## src/rtl/mmu_rd_pkg.sv

```systemverilog
package mmu_rd_pkg;

  typedef enum logic [2:0] {
    CAUSE_NONE   = 3'd0,
    CAUSE_MISS   = 3'd1,
    CAUSE_PERM_R = 3'd2,
    CAUSE_PERM_W = 3'd3,
    CAUSE_PERM_X = 3'd4,
    CAUSE_SUPER  = 3'd5
  } fault_cause_e;

  typedef enum logic [1:0] {
    RGN_IDENT,
    RGN_XLATE,
    RGN_TRAP
  } region_e;

  localparam logic [1:0] ACC_READ  = 2'd0;
  localparam logic [1:0] ACC_WRITE = 2'd1;

endpackage

```

## src/rtl/mmu_region_class.sv

```systemverilog
module mmu_region_class
  import mmu_rd_pkg::*;
#(
  parameter int ADDR_W = 32
) (
  input  logic [ADDR_W-1:0] vaddr,
  input  logic              super_mode,
  input  logic              mmu_present,
  output region_e           region
);

  logic in_kernel;
  logic in_bypass;

  assign in_kernel = vaddr[ADDR_W-1];
  assign in_bypass = &vaddr[ADDR_W-1 -: 2];

  always_comb begin
    if (!mmu_present) begin
      region = RGN_IDENT;
    end else if (super_mode) begin
      region = in_bypass ? RGN_IDENT : RGN_XLATE;
    end else begin
      region = in_kernel ? RGN_TRAP : RGN_XLATE;
    end
  end

endmodule

```

## src/rtl/mmu_page_check.sv

```systemverilog
module mmu_page_check
  import mmu_rd_pkg::*;
#(
  parameter  int ADDR_W = 32,
  parameter  int PAGE_W = 12,
  localparam int VPN_W  = ADDR_W - PAGE_W
) (
  input  logic [ADDR_W-1:0] vaddr,
  input  logic [1:0]        acc,
  input  logic              hit,
  input  logic [VPN_W-1:0]  ppn,
  input  logic              rd_ok,
  input  logic              wr_ok,
  input  logic              ex_ok,
  output logic              fault,
  output fault_cause_e      cause,
  output logic [ADDR_W-1:0] paddr
);

  logic allowed;

  always_comb begin
    unique case (acc)
      ACC_READ:  allowed = rd_ok;
      ACC_WRITE: allowed = wr_ok;
      default:   allowed = ex_ok;
    endcase
  end

  always_comb begin
    paddr = '0;
    fault = 1'b1;
    if (!hit) begin
      cause = CAUSE_MISS;
    end else if (!allowed) begin
      unique case (acc)
        ACC_READ:  cause = CAUSE_PERM_R;
        ACC_WRITE: cause = CAUSE_PERM_W;
        default:   cause = CAUSE_PERM_X;
      endcase
    end else begin
      cause = CAUSE_NONE;
      fault = 1'b0;
      paddr = {ppn, vaddr[PAGE_W-1:0]};
    end
  end

endmodule

```

## src/rtl/mmu_fault_regs.sv

```systemverilog
module mmu_fault_regs #(
  parameter  int ADDR_W = 32,
  parameter  int PAGE_W = 12,
  localparam int VPN_W  = ADDR_W - PAGE_W,
  localparam int PTB_W  = PAGE_W - 2
) (
  input  logic              clk,
  input  logic              rst,
  input  logic              cap_addr,
  input  logic              cap_xlate,
  input  logic [ADDR_W-1:0] vaddr,
  input  logic              is_fetch,
  input  logic              base_we,
  input  logic [PTB_W-1:0]  base_val,
  output logic [ADDR_W-1:0] bad_addr,
  output logic [ADDR_W-1:0] pte_addr,
  output logic              data_flag
);

  logic [PTB_W-1:0] base_q;
  logic [VPN_W-1:0] vpn_q;

  always_ff @(posedge clk) begin
    if (rst) begin
      bad_addr  <= '0;
      base_q    <= '0;
      vpn_q     <= '0;
      data_flag <= 1'b0;
    end else begin
      if (cap_addr) bad_addr <= vaddr;
      if (base_we)  base_q   <= base_val;
      if (cap_xlate) begin
        vpn_q     <= vaddr[ADDR_W-1:PAGE_W];
        data_flag <= !is_fetch;
      end
    end
  end

  assign pte_addr = {base_q, vpn_q, 2'b00};

endmodule

```

## src/rtl/mmu_region_xlate.sv

```systemverilog
module mmu_region_xlate
  import mmu_rd_pkg::*;
#(
  parameter  int ADDR_W = 32,
  parameter  int PAGE_W = 12,
  localparam int VPN_W  = ADDR_W - PAGE_W,
  localparam int PTB_W  = PAGE_W - 2
) (
  input  logic              clk,
  input  logic              rst,
  input  logic              cfg_ptb_we,
  input  logic [PTB_W-1:0]  cfg_ptb,
  input  logic              mmu_present,
  input  logic              req_valid,
  input  logic [ADDR_W-1:0] req_vaddr,
  input  logic [1:0]        req_acc,
  input  logic              req_super,
  input  logic              tlb_hit,
  input  logic [VPN_W-1:0]  tlb_ppn,
  input  logic              tlb_rd_ok,
  input  logic              tlb_wr_ok,
  input  logic              tlb_ex_ok,
  output logic              rsp_valid,
  output logic              rsp_fault,
  output logic [2:0]        rsp_cause,
  output logic [ADDR_W-1:0] rsp_paddr,
  output logic [ADDR_W-1:0] bad_addr,
  output logic [ADDR_W-1:0] pte_addr,
  output logic              tlbmisc_data
);

  region_e           region;
  logic              pc_fault;
  fault_cause_e      pc_cause;
  logic [ADDR_W-1:0] pc_paddr;

  logic              nx_fault;
  fault_cause_e      nx_cause;
  logic [ADDR_W-1:0] nx_paddr;
  logic              cap_xlate;
  logic              cap_addr;

  mmu_region_class #(.ADDR_W(ADDR_W)) u_class (
    .vaddr       (req_vaddr),
    .super_mode  (req_super),
    .mmu_present (mmu_present),
    .region      (region)
  );

  mmu_page_check #(.ADDR_W(ADDR_W), .PAGE_W(PAGE_W)) u_check (
    .vaddr (req_vaddr),
    .acc   (req_acc),
    .hit   (tlb_hit),
    .ppn   (tlb_ppn),
    .rd_ok (tlb_rd_ok),
    .wr_ok (tlb_wr_ok),
    .ex_ok (tlb_ex_ok),
    .fault (pc_fault),
    .cause (pc_cause),
    .paddr (pc_paddr)
  );

  always_comb begin
    unique case (region)
      RGN_IDENT: begin
        nx_fault = 1'b0;
        nx_cause = CAUSE_NONE;
        nx_paddr = req_vaddr;
      end
      RGN_TRAP: begin
        nx_fault = 1'b1;
        nx_cause = CAUSE_SUPER;
        nx_paddr = '0;
      end
      default: begin
        nx_fault = pc_fault;
        nx_cause = pc_cause;
        nx_paddr = pc_paddr;
      end
    endcase
  end

  assign cap_xlate = req_valid && (region == RGN_XLATE) && pc_fault;
  assign cap_addr  = req_valid && nx_fault;

  mmu_fault_regs #(.ADDR_W(ADDR_W), .PAGE_W(PAGE_W)) u_regs (
    .clk       (clk),
    .rst       (rst),
    .cap_addr  (cap_addr),
    .cap_xlate (cap_xlate),
    .vaddr     (req_vaddr),
    .is_fetch  (req_acc[1]),
    .base_we   (cfg_ptb_we),
    .base_val  (cfg_ptb),
    .bad_addr  (bad_addr),
    .pte_addr  (pte_addr),
    .data_flag (tlbmisc_data)
  );

  always_ff @(posedge clk) begin
    if (rst) begin
      rsp_valid <= 1'b0;
      rsp_fault <= 1'b0;
      rsp_cause <= CAUSE_NONE;
      rsp_paddr <= '0;
    end else begin
      rsp_valid <= req_valid;
      rsp_fault <= req_valid && nx_fault;
      rsp_cause <= req_valid ? nx_cause : CAUSE_NONE;
      rsp_paddr <= req_valid ? nx_paddr : '0;
    end
  end

endmodule

```

## config.mk

```make
export PLATFORM = sky130hd
export DESIGN_NAME = mmu_region_xlate
export DESIGN_NICKNAME = d
export VERILOG_FILES = /design/src/rtl/mmu_rd_pkg.sv /design/src/rtl/mmu_region_class.sv /design/src/rtl/mmu_page_check.sv /design/src/rtl/mmu_fault_regs.sv /design/src/rtl/mmu_region_xlate.sv
export SDC_FILE = /design/constraint.sdc
export NUM_CORES = 1
export LEC_CHECK = 0
export ABC_AREA = 1
export CAP_MARGIN = 20
export CORE_UTILIZATION = 43
export DETAILED_ROUTE_END_ITERATION = 6
export PLACE_DENSITY = 0.8
export SYNTH_ARGS = -nofsm -noshare
export SYNTH_HDL_FRONTEND = slang
export SYNTH_HIERARCHICAL = 1
export SYNTH_SLANG_ARGS = --single-unit
```

## constraint.sdc

```tcl
create_clock -name clk -period 1.65 [get_ports clk]
set_input_delay 0.165 -clock clk [delete_from_list [all_inputs] [get_ports clk]]
set_output_delay 0.165 -clock clk [all_outputs]
set_load 0.05 [all_outputs]
```

# Word level (Yosys, flattened, before mapping)
# Index checks and enable logic that the tools add are counted.
[op_classes]
bitwise_logic = 1
muxes = 15
reduce_logical = 8
eq_ne = 3
[ops]
columns = ["op", "n"]
rows = [
  ["$mux 32", 2],
  ["$pmux 32 s2", 1],
  ["$pmux 3 s2", 2],
  ["$mux 2", 3],
  ["$mux 3", 2],
  ["$eq 2x1->1 const B", 2],
  ["$logic_not 2->1", 2],
  ["$pmux 1 s2", 2],
  ["$logic_and 1x1->1", 3],
  ["$mux 1", 3],
  ["$eq 2x2->1 const B", 1],
  ["$reduce_and 2->1", 1],
  ["$reduce_or 2->1", 1],
  ["$logic_not 1->1", 1],
  ["$not 1->1", 1],
]
[totals]
ff_bits = 100
word_cells = 35
out_inout_bits = 102
inputBits = 74

# Longest topological paths before layout
[logic_depth]
word_depth = 7
mapped_depth = 13
depth_no_buf = 10

# Modules after synthesis
# The synthesis kept the hierarchy.
[modules_own_cells]
columns = ["mod", "seq_area_each_um2", "cells_per_inst", "instances", "area_each_um2"]
rows = [
  ["mmu_fault_regs", 1261.2, 381, 1, 2556.2],
  ["mmu_region_xlate", 740.7, 168, 1, 1455.1],
  ["mmu_page_check", 0.0, 79, 1, 347.8],
  ["mmu_region_class", 0.0, 8, 1, 32.5],
]

# Worst setup path before layout
# Ideal clock, no wire load.
[synth_path]
path_type = "input to register"
start = "in req_super"
end = "reg u_regs.bad_addr[21]"
path_slack_ns = 0.189
arrival_time_ns = 1.345
path_stages = 13
path_buffers = 4
setup_time_ns = 0.115
path_cell_list = "inv_1 -> nand2_1 -> nand2_1 -> nor2_2 -> buf_6 -> nor2_4 -> buf_4 -> nor3_1 -> buf_6 -> buf_6 -> nand2_1 -> nand2_1 -> nor2_1"
[synth_via]
elab_chain_len = 5
[synth_lines]
columns = ["element", "line", "text"]
rows = [
  ["start, declared", "mmu_region_xlate.sv:17", "input logic req_super,"],
  ["$mux 2 *", "mmu_region_class.sv:21", "end else if (super_mode) begin"],
  ["$mux 2 *", "mmu_region_class.sv:19", "if (!mmu_present) begin"],
  ["via region[0]", "mmu_region_xlate.sv:32", "region_e region;"],
  ["$eq 2x2->1 / $logic_not 2->1 (equally long branches)", "mmu_region_xlate.sv:64", "unique case (region)"],
  ["$pmux 1 s2 *", "mmu_region_xlate.sv:64", ""],
  ["$logic_and 1x1->1 *", "mmu_region_xlate.sv:84", "assign cap_addr = req_valid && nx_fault;"],
  ["via cap_addr", "mmu_region_xlate.sv:41", "logic cap_addr;"],
  ["end signal, assigned", "mmu_fault_regs.sv:30", "if (cap_addr) bad_addr <= vaddr;"],
  ["end, declared", "mmu_fault_regs.sv:15", "output logic [ADDR_W-1:0] bad_addr,"],
]
# The timed path passes the listed nets; every way through them passes the cells marked *.
# A chain may end at the register's enable or synchronous reset.

# Worst setup path after layout
[layout_path]
start = "in req_super"
end = "reg u_regs.bad_addr[9]"
# Same word-level chain as after synthesis.

==> impl_metrics.csv <==
group,metric,value,unit
timing,fin_crit,1560,ps
die,core,9819,µm²
die,io_pins,176,
worst_setup_path,critPathRequiredTime,1940,ps
timing,fin_worst_skew,0,ps
synthesis,ys_seq_area_share,45.58,%
global_routing,grt_usage,23.46,%
status,status,"finished, final reports clean",
cells_and_area,multiInputGateArea,1745,µm²
die,die_h,103.1,µm
synthesis,yosysTopAreaCellShare,45.58,%
worst_setup_path,cp_slowest_cell,"clkdlybuf4s50_1",
clock_tree,cts_made_buffers,9,
timing,slew_headroom,64.51,%
pwr,seqPwrFrac,46.4,%
synthesis,syn_inst,636,
pwr,p_int,3.693,mW
synthesis,yosysWarnings,6,
clock_tree,clkTransAtPathRegs,100,ps
timing,hold_violations,0,
synthesis,synthTopCellsByArea,"dfxtp_1 46%, nand2_1 14%, nor2_1 14%",
clock_tree,cts_root_buffer,"clkbuf_8",
placed_design,placed_cell_area,6137,µm²
placed_design,dp_hpwl,9.305,mm
global_routing,grt_pass1_wl,19.18,mm
placed_design,dp_cells,930,
pwr,peakVddDrop,0.0005012,V
synthesis,synth.cell_area,4392,µm²
cells_and_area,fillCellCount,894,
timing,min_period_over_period,94.55,%
worst_hold_path,hp-class,"primary input to register",
worst_setup_path,cp_top_family,"buffers and inverters",
cells_and_area,fin_area,6339,µm²
worst_setup_path,crit_arrival,1850,ps
cells_and_area,drive_gt1_share,12.99,%
pwr,pwr-share-clk,27.0,%
worst_setup_path,crit_path_max_fanout,14,
synthesis,synthDistinctLibCells,19,
synthesis,ys_ff_latch,100,
worst_setup_path,path_common_cell,"nand2_1",
routing,route.vias.total,4405,
routing,wl,12.43,mm
die,start_util,44.72,%
global_routing,grt_max_degree,43,
pwr,powerDensity,891.1,nW/µm²
cells_and_area,diodes,0,
cells_and_area,nets,885,
die,die-area,10620,µm²
cells_and_area,final_cells,949,
placed_design,port_buffers,173,
worst_setup_path,path_class,"primary input to register",
worst_setup_path,critPathBufInv,5,
pwr,switching_share,34.61,%
routing,dr.pass1.iters,5,
timing,tightestPinTransition,531.6,ps
clock_tree,clk_latency,360,ps
worst_setup_path,startpoint_type,"primary input",
routing,viasPerCell,4.642,
synthesis,syn_avg_cell_area,6.905,µm²
worst_setup_path,slowest_delay,460,ps
global_routing,grt-ovfl-total,0,
synthesis,async_flop_share,0,%
synthesis,synth-edff-count,0,
pwr,combPwrFrac,26.6,%
die,die_x,103.1,µm
synthesis,synth_common_cells,"165 x nand2_1, 165 x nor2_1, 100 x dfxtp_1, 83 x inv_1, 33 x nand3_1",
timing,whs,291.1,ps
clock_tree,cts_buffer_depth,2,
routing,antenna_left,0,
clock_tree,cts.sinks,100,
clock_tree,cts_tree,"yes",
routing,drc,0,
worst_setup_path,cp-end-kind,"register",
clock_tree,cts_hold_buf,0,
timing,timing.fmax,0.6410,GHz
pwr,p_leak,3.491,nW
synthesis,yosysTopAreaCell,"dfxtp_1",
routing,wl_per_cell,13.10,µm
job,max-cap-violations,0,
global_routing,grt_pass1_vias,4098,
cells_and_area,area_growth,44.33,%
pwr,power_switching,1.955,mW
routing,initialDrtViolationCount,254,
clock_tree,htreeDepth,3,
die,rows,36,
timing,setup_viol,0,
synthesis,synth_ff_type,"dfxtp_1",
timing,maxSlewViolCount,0,
global_routing,antenna_found_initial,0,
cells_and_area,register_area,2002,µm²
placed_design,routabilityCongestion,0.8523,
worst_setup_path,cp_cell_sequence,"clkdlybuf4s50_1, inv_1, nand2_2, nand2_1, nor2_4, inv_1, nor2_2, nor3_4, buf_6, buf_12, nand2_1, nand2_1, nor2_1",
[cells in the final DEF, fill, tap and decap left out, types with 4 or more instances in the layout]
cell type	count
dlymetal6s2s_1	8
nand3_1	33
nor2_2	4
dfxtp_1	100
clkbuf_8	10
inv_1	83
dlygate4sd2_1	51
clkdlybuf4s50_1	72
nor2_1	162
nand2_1	164
nand4_1	32
buf_4	66
buf_12	6
[per-layer routing]
metal / vias to the layer above / routed length, µm / track usage [%] / part of all wire, %
li1: 2242 / - / - / -
met1: 1973 / 5046 / 28.25 / 41
met2: 163 / 6084 / 39.79 / 49
met3: 27 / 931 / 6.305 / 7.5
met4: 0 / 369 / 9.209 / 3.0
met5: - / 0 / 0 / 0
[logic make-up after synthesis]
family | Yosys count | share of synthesized area, %
flops | 100 | 45.58
other cells | 1 | 0.08539
buf+inv | 128 | 15.47
compound gates | 2 | 0.3705
simple gates | 405 | 38.49
[area by class of cell]
type,count,area share [%]
clock inverter,6,0.9278
timing repair buffer,205,30.06
multi-input combinational,409,27.54
tap,133,2.625
clock buffer,10,2.171
inverter,86,5.093
sequential,100,31.58
[per-stage QoR]
stage / TNS (ps) / setup slack [ps] / util, % / total power [mW]
finish: 0 / 89.95 / 64.55 / 5.648
detailed placement: -19130 / -384.9 / 62.50 / 4.214
CTS: 0 / 1.032 / 63.85 / 5.661
floorplan: 0 / 189.5 / - / 3.648
global route: -44.83 / -12.15 / 64.55 / 5.912
global placement: -11000 / -265.3 / 62.50 / 4.187
[tightest hold or removal path, cell delays in order]
cell and delay [ps]:
dlymetal6s2s_1 180, buf_4 150, nand3_1 70, nand2_1 40
[final timing paths]
kind / from / to / slack [ps] / depth (start not counted)
setup reg to reg: u_regs/base_q[9] / u_regs/base_q[9] / 1050 / 2
hold / removal: req_vaddr[31] / rsp_paddr[31] / 290 / 4
setup / recovery: req_super / u_regs/bad_addr[9] / 90 / 13
hold reg to reg: u_regs/bad_addr[28] / u_regs/bad_addr[28] / 480 / 2
[state kept, by name (all words and copies together), names as in the netlist]
| signal | flops |
|---|---|
| rsp_paddr | 32 |
| u_regs/bad_addr | 32 |
| u_regs/vpn_q | 20 |
| u_regs/base_q | 10 |
| rsp_cause | 3 |
| rsp_fault | 1 |
| rsp_valid | 1 |
| u_regs/data_flag | 1 |
[power by group through the flow]
stage               Clock, mW  Sequential, mW  Combinational [mW]
finish                   1.52            2.62                1.50
global route             1.67            2.64                1.61
detailed placement          0            2.68                1.53
global placement            0            2.68                1.51
floorplan                   0            3.16               0.491
CTS                      1.55            2.62                1.49
[repair_timing]
item,CTS,global route
setup endpoints to repair,51,60
gates resized for setup,51,15
pin swaps,0,1
buffers inserted,0,3
(Power assumes the default switching activity.)
